[src/rtl/sio_req_ctrl.sv]
module sio_req_ctrl #(
  parameter int DW = 8
) (
  input  logic          clk,
  input  logic          rst,
  input  logic          ev_tx_empty,
  input  logic          ev_rx_full,
  input  logic          ev_rx_ready,
  input  logic          ev_rx_err,
  input  logic          ev_break,
  input  logic          ev_overrun,
  input  logic          lvl_tx_empty,
  input  logic          lvl_rx_full,
  input  logic          dma_tx_ack,
  input  logic          dma_rx_ack,
  input  logic          reg_addr,
  input  logic          reg_we,
  input  logic          reg_re,
  input  logic [DW-1:0] reg_wdata,
  output logic [DW-1:0] reg_rdata,
  output logic          irq_tx,
  output logic          irq_rx,
  output logic          irq_err,
  output logic          irq_brk,
  output logic          dreq_tx,
  output logic          dreq_rx
);
  localparam int NF = 6;
  localparam int NC = 4;

  logic [NC-1:0] ctl;
  logic [NF-1:0] st, seen, ev, sw_clr, clr, rd_mask;
  logic          tx_ie, rx_ie, er_ie, sync_md, rx_req;

  assign {sync_md, er_ie, rx_ie, tx_ie} = ctl;
  assign ev = {ev_overrun, ev_break, ev_rx_err, ev_rx_ready, ev_rx_full, ev_tx_empty};

  assign rd_mask = (reg_re && reg_addr) ? st : '0;
  assign sw_clr  = (reg_we && reg_addr) ? (~reg_wdata[NF-1:0] & seen) : '0;
  assign clr[0]  = (sw_clr[0] | dma_tx_ack) & ~lvl_tx_empty;
  assign clr[1]  = (sw_clr[1] | dma_rx_ack) & ~lvl_rx_full;
  assign clr[2]  = sw_clr[2] | dma_rx_ack;
  assign clr[NF-1:3] = sw_clr[NF-1:3];

  assign reg_rdata = reg_addr ? DW'(st) : DW'(ctl);
  assign rx_req = st[1] | (st[2] & ~sync_md);

  always_ff @(posedge clk) begin
    if (rst) begin
      ctl  <= '0;
      st   <= '0;
      seen <= '0;
    end else begin
      if (reg_we && !reg_addr) ctl <= reg_wdata[NC-1:0];
      st   <= ev | (st & ~clr);
      seen <= (seen | rd_mask) & ~clr;
    end
  end

  always_ff @(posedge clk) begin
    if (rst) begin
      {irq_tx, irq_rx, irq_err, irq_brk, dreq_tx, dreq_rx} <= '0;
    end else begin
      dreq_tx <= st[0];
      irq_tx  <= st[0] & tx_ie;
      dreq_rx <= rx_req;
      irq_rx  <= rx_req & rx_ie;
      irq_err <= st[3] & (rx_ie | er_ie);
      irq_brk <= st[4] | st[5];
    end
  end

  AST_TXREQ_FOLLOWS: assert property (@(posedge clk) disable iff (rst)
    ev_tx_empty |=> ##1 dreq_tx);
  AST_RXIRQ_NEEDS_IE: assert property (@(posedge clk) disable iff (rst)
    irq_rx |-> $past(rx_ie));
  AST_SYNC_READY_QUIET: assert property (@(posedge clk) disable iff (rst)
    (sync_md && !st[1] && !irq_rx && !dreq_rx && $stable(sync_md)) |=> !irq_rx);
  AST_BRK_ON_EVENT: assert property (@(posedge clk) disable iff (rst)
    (ev_break || ev_overrun) |=> ##1 irq_brk);
  AST_SET_WINS: assert property (@(posedge clk) disable iff (rst)
    ev_rx_err |=> st[3]);
  AST_GUARD_TX: assert property (@(posedge clk) disable iff (rst)
    (st[0] && lvl_tx_empty) |=> st[0]);
  AST_GUARD_RX: assert property (@(posedge clk) disable iff (rst)
    (st[1] && lvl_rx_full) |=> st[1]);
  AST_NO_ENABLE_IRQ: assert property (@(posedge clk) disable iff (rst)
    irq_tx |-> dreq_tx);
endmodule

[config.mk]
export PLATFORM = sky130hd
export DESIGN_NAME = sio_req_ctrl
export DESIGN_NICKNAME = d
export VERILOG_FILES = /design/src/rtl/sio_req_ctrl.sv
export SDC_FILE = /design/constraint.sdc
export NUM_CORES = 1
export LEC_CHECK = 0
export ABC_AREA = 1
export CORE_MARGIN = 2
export CORE_UTILIZATION = 30
export CTS_CLUSTER_SIZE = 16
export DETAILED_ROUTE_END_ITERATION = 8
export SETUP_SLACK_MARGIN = 0.5
export SYNTH_ARGS = -nofsm -noshare
export SYNTH_HDL_FRONTEND = slang
export SYNTH_SLANG_ARGS = --single-unit
[constraint.sdc]
create_clock -name clk -period 0.9 [get_ports clk]
set_clock_uncertainty 0.2 [all_clocks]
set_input_delay 0.225 -clock clk [delete_from_list [all_inputs] [get_ports clk]]
set_output_delay 0.225 -clock clk [all_outputs]
set_load 0.05 [all_outputs]
==> summary.txt, run 1 <==
outcome - complete, but fails checks
CP endpoint kind - output pin
Placed Area - 0.00162 mm2
pwr/cell area - 1250 mW/mm2
Mapped Avg Cell Area - 7.22 um2
number of CTS-inserted buffers - 3
wire length per cell - 13.7 um
TritonCTS clock tree - done
Setup WS pre-CTS - -808 ps
Top-Level Pins - 37
Static Leakage - 0.808 nW
number of setup violations in the final report - 32
setup ws final - -500 ps
die area - 0.00359 mm2
Min Hold Slack - 73.3 ps
site row count - 20
Yosys Warn Count - 0
synthesized netlist cell count - 130
grt met2 use - 29.3%
met3 GRT Util - 2.60%
max-cap viol count - 0
largest net degree at the start of global routing - 12
failing checks - negative setup slack
switching share of power - 32.5%
synthesized cell area - 938 um2
count of input and output buffers - 32
grt ovf - 0
Int Power - 0.00165 W
Flop pwr share - 44.5%
most used routing layer - met2
WP data arrival - 970 ps
Design Area, Final - 0.00195 mm2
vias in the first global route - 1011
clock-pin slew on the worst setup and hold paths - 120 ps
RSZ-0062 raised after global routing - yes
Chip Width - 59.9 um
global-route track usage on met1 - 21.8%
fin crit share - 156%
initial antenna violation count - 0
TritonCTS sink count - 22
drt pass-1 iters - 4
fmax - 0.714 GHz
CP max FO - 2
Layout Nets - 209
first-pass GRT wire length - 4.60 mm
share of cells above drive strength 1 - 68.5%
Die Y - 59.9 um
sequential area share after synthesis - 46.9%
Required @ worst endpoint - 470 ps
Vias - 1014
Worst Path Class, Setup - register to output pin
final wirelength - 2.97 mm
Max IR drop VDD - 514 uV
Post-DRT Antenna Nets - 0
fin crit period - 1400 ps
n_diodes - 0
Setup crit start kind - register
drt initial violations - 21
NetSw - 0.000794 W
overall routing resource usage - 17.3%
Area Growth Syn to Fin - 108%
Core Box Area - 0.00300 mm2
HPWL after DPL - 1.91 mm
part of the power in combinational logic - 37.8%
Clock Latency Late Sink - 300 ps
H-tree Lvls - 1
synthesized flop and latch total - 22
hold_buf cts - 0
final hold viol count - 0
Synth cell types - 17
drt drc - 0
CTS Root Cell - clkbuf_4
Pins Over Slew Limit - 0
DR vias/cell - 4.67
Final Wtd Congestion - 0.770
clock buffer depth - 2
clock share of power - 17.7%
Initial Util - 31.3%
HP Class - input pin to register
-- critical path: stages (launching register included) --
cell	delay, ps
dfxtp_2	340
inv_2	50
o21ai_4	140
buf_12	150
-- layout by cell type, fill, tap and decap left out, types with 6 or more instances in the layout --
cell type	netlist	final
buf_12	0	13
dfxtp_2	0	15
clkdlybuf4s50_1	0	12
nand2_1	36	23
buf_4	2	7
nand2_2	1	13
a21oi_2	0	7
nand3_2	0	7
dlygate4sd2_1	0	6
buf_6	3	13
dfxtp_4	0	6
inv_2	0	9
-- registers in the layout, summed over array words and instances, names as in the netlist --
name / cells
dreq_tx: 1
seen: 6
irq_brk: 1
ctl: 4
st: 6
dreq_rx: 1
irq_tx: 1
irq_err: 1
irq_rx: 1
-- cell usage after synthesis --
cell / instances / share of area, %
inv_1: 18 / 7.2
nand3b_1: 1 / 0.80
conb_1: 1 / 0.40
inv_4: 2 / 1.3
nor3_1: 3 / 1.6
a21oi_1: 10 / 5.3
o21ai_0: 11 / 5.9
a21boi_1: 1 / 0.80
nand2_2: 1 / 0.67
buf_6: 3 / 3.6
dfxtp_1: 22 / 47
nand2_1: 36 / 14
nor2_1: 10 / 4.0
nand3_1: 7 / 3.7
buf_4: 2 / 1.6
nand2_4: 1 / 1.2
buf_2: 1 / 0.53
-- power by group through the flow --
stage	Clock [W]	Combinational, W	Sequential, W
2_1_floorplan	0	0.000332	0.00114
3_3_place_gp	0	0.000727	0.00109
3_5_place_dp	0	0.000743	0.00109
4_1_cts	0.000447	0.000862	0.00108
5_1_grt	0.000500	0.000968	0.00109
6_report	0.000432	0.000924	0.00109
-- final timing paths --
kind	startpoint	endpoint	slack, ps	depth (start not counted)
setup / recovery	ctl[0]$_SDFFE_PP0P_	reg_rdata[0]	-500	3
hold reg to reg	seen[4]$_SDFF_PP0_	seen[4]$_SDFF_PP0_	270	2
hold / removal	reg_we	ctl[0]$_SDFFE_PP0P_	70	3
setup reg to reg	ctl[3]$_SDFFE_PP0P_	dreq_rx$_SDFF_PP0_	-190	5
-- cell families after synthesis --
family / after synthesis / share of synthesized area, %
AND/OR/NAND/NOR: 59 / 26.4
other: 1 / 0.400
AO/OA/AOI/OAI: 22 / 12.0
buffers and inverters: 26 / 14.3
flip-flops: 22 / 46.9
-- metal layers --
metal	share of wire [%]	up-vias
li1	-	508
met1	43	487
met2	55	17
met3	1.7	2
met4	0.91	0
met5	0	-
-- what timing repair did --
item,in CTS,in global routing
buffers inserted,4,1
resized for setup,68,33
setup endpoints to repair,34,34
gates cloned,2,0
pin swaps,14,8
endpoints found under the hold margin,0,0
-- area by class of cell --
cell class / instances / area [um2]
Clock buffer: 3 / 22.5
Fill cell: 233 / 1050
Inverter: 20 / 105
Multi-Input combinational cell: 83 / 596
Sequential cell: 22 / 482
Tap cell: 33 / 41.3
Timing Repair Buffer: 55 / 694
Timing Repair inverter: 1 / 8.76
-- per-stage QoR --
step	util (%)	cells	power (W)	setup TNS (ps)
final	64.9	217	0.00244	-6860
after global routing	64.9	217	0.00256	-8050
after CTS	61.8	216	0.00239	-6620
after detailed placement	54.0	207	0.00183	-18320
after global placement	54.0	207	0.00182	-17770
after floorplan	-	131	0.00148	-2370
No activity file was read; power rests on OpenSTA's default activity.
==> run 2: changes to the inputs <==
--- a/config.mk
+++ b/config.mk
@@ -5,11 +5,12 @@
 export SDC_FILE = /design/constraint.sdc
 export NUM_CORES = 1
 export LEC_CHECK = 0
-export ABC_AREA = 1
 export CORE_MARGIN = 2
-export CORE_UTILIZATION = 30
+export CORE_UTILIZATION = 37
+export CTS_CLUSTER_DIAMETER = 100
 export CTS_CLUSTER_SIZE = 16
 export DETAILED_ROUTE_END_ITERATION = 8
+export PLACE_DENSITY = 0.73
 export SETUP_SLACK_MARGIN = 0.5
 export SYNTH_ARGS = -nofsm -noshare
 export SYNTH_HDL_FRONTEND = slang
==> run 2 against run 1 <==
Against the previous run: the run still ends with negative setup slack left; fmax shrank 7.3%; critical endpoint is now reg_rdata[2]; clock-buffer cell count is the same; via count shrank 6.7%; flip-flop and latch count is the same; sequential share of layout area grew 0.80 points.
==> summary.txt, run 2 <==
setup ws final - -609 ps (-110 ps)
Synth cell types - 22 (+5)
post-synthesis xor/xnor area fraction - 0% (unchanged)
part of the power in combinational logic - 29.2% (-8.6 points)
Final Wtd Congestion - 0.808 (+4.9%)
count of input and output buffers - 32 (unchanged)
DP Cell Count - 177 (-14%)
clock share of power - 29.5% (+12 points)
NetSw - 0.000695 W (-12%)
Top-Level Pins - 37 (unchanged)
Required @ worst endpoint - 470 ps (about the same)
synthesized cell area - 901 um2 (-4.0%)
Yosys top cell by area - dfxtp_1
Pins Over Slew Limit - 0 (unchanged)
fin crit period - 1510 ps (+110 ps)
Async S/R FF share, synth - 0% (unchanged)
Setup crit start kind - register
Synth Area in Compound Gates - 11.3% (-0.75 points)
failing checks - negative setup slack
vias in the first global route - 951 (-5.9%)
site row count - 17 (-15%)
Static Leakage - 0.785 nW (-2.8%)
TritonCTS sink count - 22 (unchanged)
Int Power - 0.00187 W (+13%)
TritonCTS clock tree - done
Die Y - 53.3 um (-11%)
Pwr Total - 0.00256 W (+5.0%)
wire length per cell - 17.0 um (+24%)
final wirelength - 3.21 mm (+7.9%)
first-pass GRT wire length - 4.33 mm (-6.0%)
sequential area share after synthesis - 48.9% (+2.0 points)
Crit. path cell count - 2 (-1)
main combinational cell family by area after synthesis - simple AND/OR/NAND/NOR gates
CP endpoint kind - output pin
WP data arrival - 1080 ps (+110 ps)
max incr delay on CP - 340 ps (about the same)
synth cell count leaders - 22 x dfxtp_1, 14 x nor2_1, 12 x a21oi_1
Yosys Warn Count - 0 (unchanged)
grt ovf - 0 (unchanged)
Flop pwr share - 41.3% (-3.2 points)
initial antenna violation count - 0 (unchanged)
Crit-path slowest cell - dfxtp_2
Clock Latency Late Sink - 310 ps (about the same)
synth top area cells - dfxtp_1 49%, a21oi_1 6.7%, nor2_1 5.8%
Vias - 946 (-6.7%)
switching share of power - 27.1% (-5.4 points)
fillers - 127 (-45%)
synthesized flop and latch total - 22 (unchanged)
share of cells above drive strength 1 - 64.6% (-3.9 points)
Chip Width - 53.3 um (-11%)
Hold Path Stages - 2 (-1)
clock-pin slew on the worst setup and hold paths - 120 ps (about the same)
crit path buf inv count - 1 (-1)
simple-gate share of the synthesized area - 22.9% (-3.5 points)
CTS Root Cell - clkbuf_4
Area Growth Syn to Fin - 110%
outcome - complete, but fails checks
most frequent cells in the layout - 17 x buf_6, 17 x buf_4, 15 x dfxtp_2
RSZ-0062 raised after global routing - yes
Top FF cell, synth - dfxtp_1
Layout Nets - 185 (-11%)
HP Class - input pin to register
CP top delay family - flip-flops
H-tree Lvls - 1 (unchanged)
number of setup violations in the final report - 33 (+3.1%)
clock buffer depth - 2 (unchanged)
non-filler cells, final - 189 (-13%)
cell with the most instances after synthesis - dfxtp_1
cell count of the worst reg-to-reg path - 5 (unchanged)
max-cap viol count - 0 (unchanged)
drt initial violations - 20 (-4.8%)
fin crit share - 168% (+12 points)
CP Cell Sequence - mux2_4 -> buf_12
fmax - 0.663 GHz (-7.3%)
Max IR drop VDD - 1770 uV (+240%)
multiplexer area fraction after synthesis - 9.44% (+9.4 points)
die area - 0.00285 mm2 (-21%)
HPWL after DPL - 1.84 mm (-3.8%)
share of the synthesized area in the top cell type - 48.9% (+2.0 points)
Adder-Cell Fraction of Synth Area - 0% (unchanged)
overall routing resource usage - 21.7% (+4.3 points)
final hold viol count - 0 (unchanged)
Post-synth EDFFs - 0 (unchanged)
Mapped Avg Cell Area - 9.10 um2 (+26%)
biggest regs - seen: 6 flops, st: 6 flops, ctl: 4 flops
DR vias/cell - 5.01 (+7.1%)
n_diodes - 0 (unchanged)
drt drc - 0 (unchanged)
largest net degree at the start of global routing - 14 (+2)
Worst Path Class, Setup - register to output pin
CP max FO - 2 (unchanged)
pwr/cell area - 1360 mW/mm2 (+8.4%)
drt pass-1 iters - 4 (unchanged)
Core Box Area - 0.00225 mm2 (-25%)
Initial Util - 40.0% (+8.7 points)
synthesized netlist cell count - 99 (-24%)
Post-DRT Antenna Nets - 0 (unchanged)
number of CTS-inserted buffers - 3 (unchanged)
run 2: cell types whose count changed after synthesis, moves of 3 or more:
cell / change
inv_1: -13
buf_6: -3
mux2_2: +4
and2_1: +4
mux2i_1: +4
o21ai_0: -8
nor2_1: +4
nand2_1: -35
nand4b_1: +5
nand3_1: -7
run 2: what timing repair did:
item / in CTS / in global routing
endpoints found under the setup margin: 34 / 34
hold endpoints to repair: 0 / 0
pin swaps: 25 / 12
hold buffers: 0 / 0
buffers inserted: 6 / 2
resized for setup: 55 / 20
run 2: cell families (layout without fill, tap and decap cells):
group | after synthesis | in the layout
and+or+nand+nor | 37 | 37
DFF | 22 | 22
AOI/OAI and AO/OA | 19 | 19
buffers and inverters | 12 | 73
muxes | 8 | 8
other | 1 | 2
run 2: final timing paths:
check	from	end	slack, ps
worst max-delay path	ctl[2]$_SDFFE_PP0P_	reg_rdata[2]	-610
worst min-delay path	rst	dreq_tx$_SDFF_PP0_	70
worst max register to register	ctl[3]$_SDFFE_PP0P_	irq_rx$_SDFF_PP0_	-330
worst min register to register	seen[4]$_SDFF_PP0_	seen[4]$_SDFF_PP0_	290
run 2: worst register-to-register path: stages (launching register included):
cell and delay, ps:
dfxtp_2 340, buf_4 130, buf_6 100, nand2b_4 140
a21oi_4 120, and2_1 150
run 2: final cells by class:
class	instances	area, um2	area share, %
repair buffers	64	719	38.1
inverters	5	18.8	0.994
clock inverters	1	30.0	1.59
flip-flops and latches	22	482	25.5
multi-input cells	66	581	30.7
well taps	28	35.0	1.86
clock buffers	3	22.5	1.19
run 2: metal layers:
| layer | track usage, % | wire length (um) | vias to the layer above |
|---|---|---|---|
| li1 | - | - | 455 |
| met1 | 25.8 | 1300 | 454 |
| met2 | 38.3 | 1710 | 27 |
| met3 | 1.69 | 104 | 10 |
| met4 | 11.1 | 93 | 0 |
| met5 | 0 | 0 | - |
run 2: power groups by stage:
stage          registers (W)  clock network, W  logic, W
2_1_floorplan        0.00111                 0  0.000259
4_1_cts              0.00105          0.000766  0.000680
3_5_place_dp         0.00107                 0  0.000614
3_3_place_gp         0.00107                 0  0.000602
6_report             0.00106          0.000755  0.000749
5_1_grt              0.00106          0.000813  0.000781
run 2: stage by stage:
| stage | worst slack, ps | hold slack [ps] | setup TNS, ps | util [%] | instance area, um2 |
|---|---|---|---|---|---|
| 2_1_floorplan | -240 | 94.4 | -2180 | - | 1020 |
| 3_3_place_gp | -892 | 262 | -19270 | 70.2 | 1580 |
| 3_5_place_dp | -920 | 275 | -20100 | 70.2 | 1580 |
| 4_1_cts | -607 | 58.5 | -8290 | 79.3 | 1790 |
| 5_1_grt | -643 | 51.0 | -10030 | 83.7 | 1890 |
| 6_report | -609 | 68.7 | -9140 | 83.7 | 1890 |
==> run 3: changes to the inputs <==
--- a/config.mk
+++ b/config.mk
@@ -15,3 +15,4 @@
 export SYNTH_ARGS = -nofsm -noshare
 export SYNTH_HDL_FRONTEND = slang
 export SYNTH_SLANG_ARGS = --single-unit
+export TNS_END_PERCENT = 100
==> results of run 3 <==
No change in the layout: final DEF, timing and power equal those of run 2.
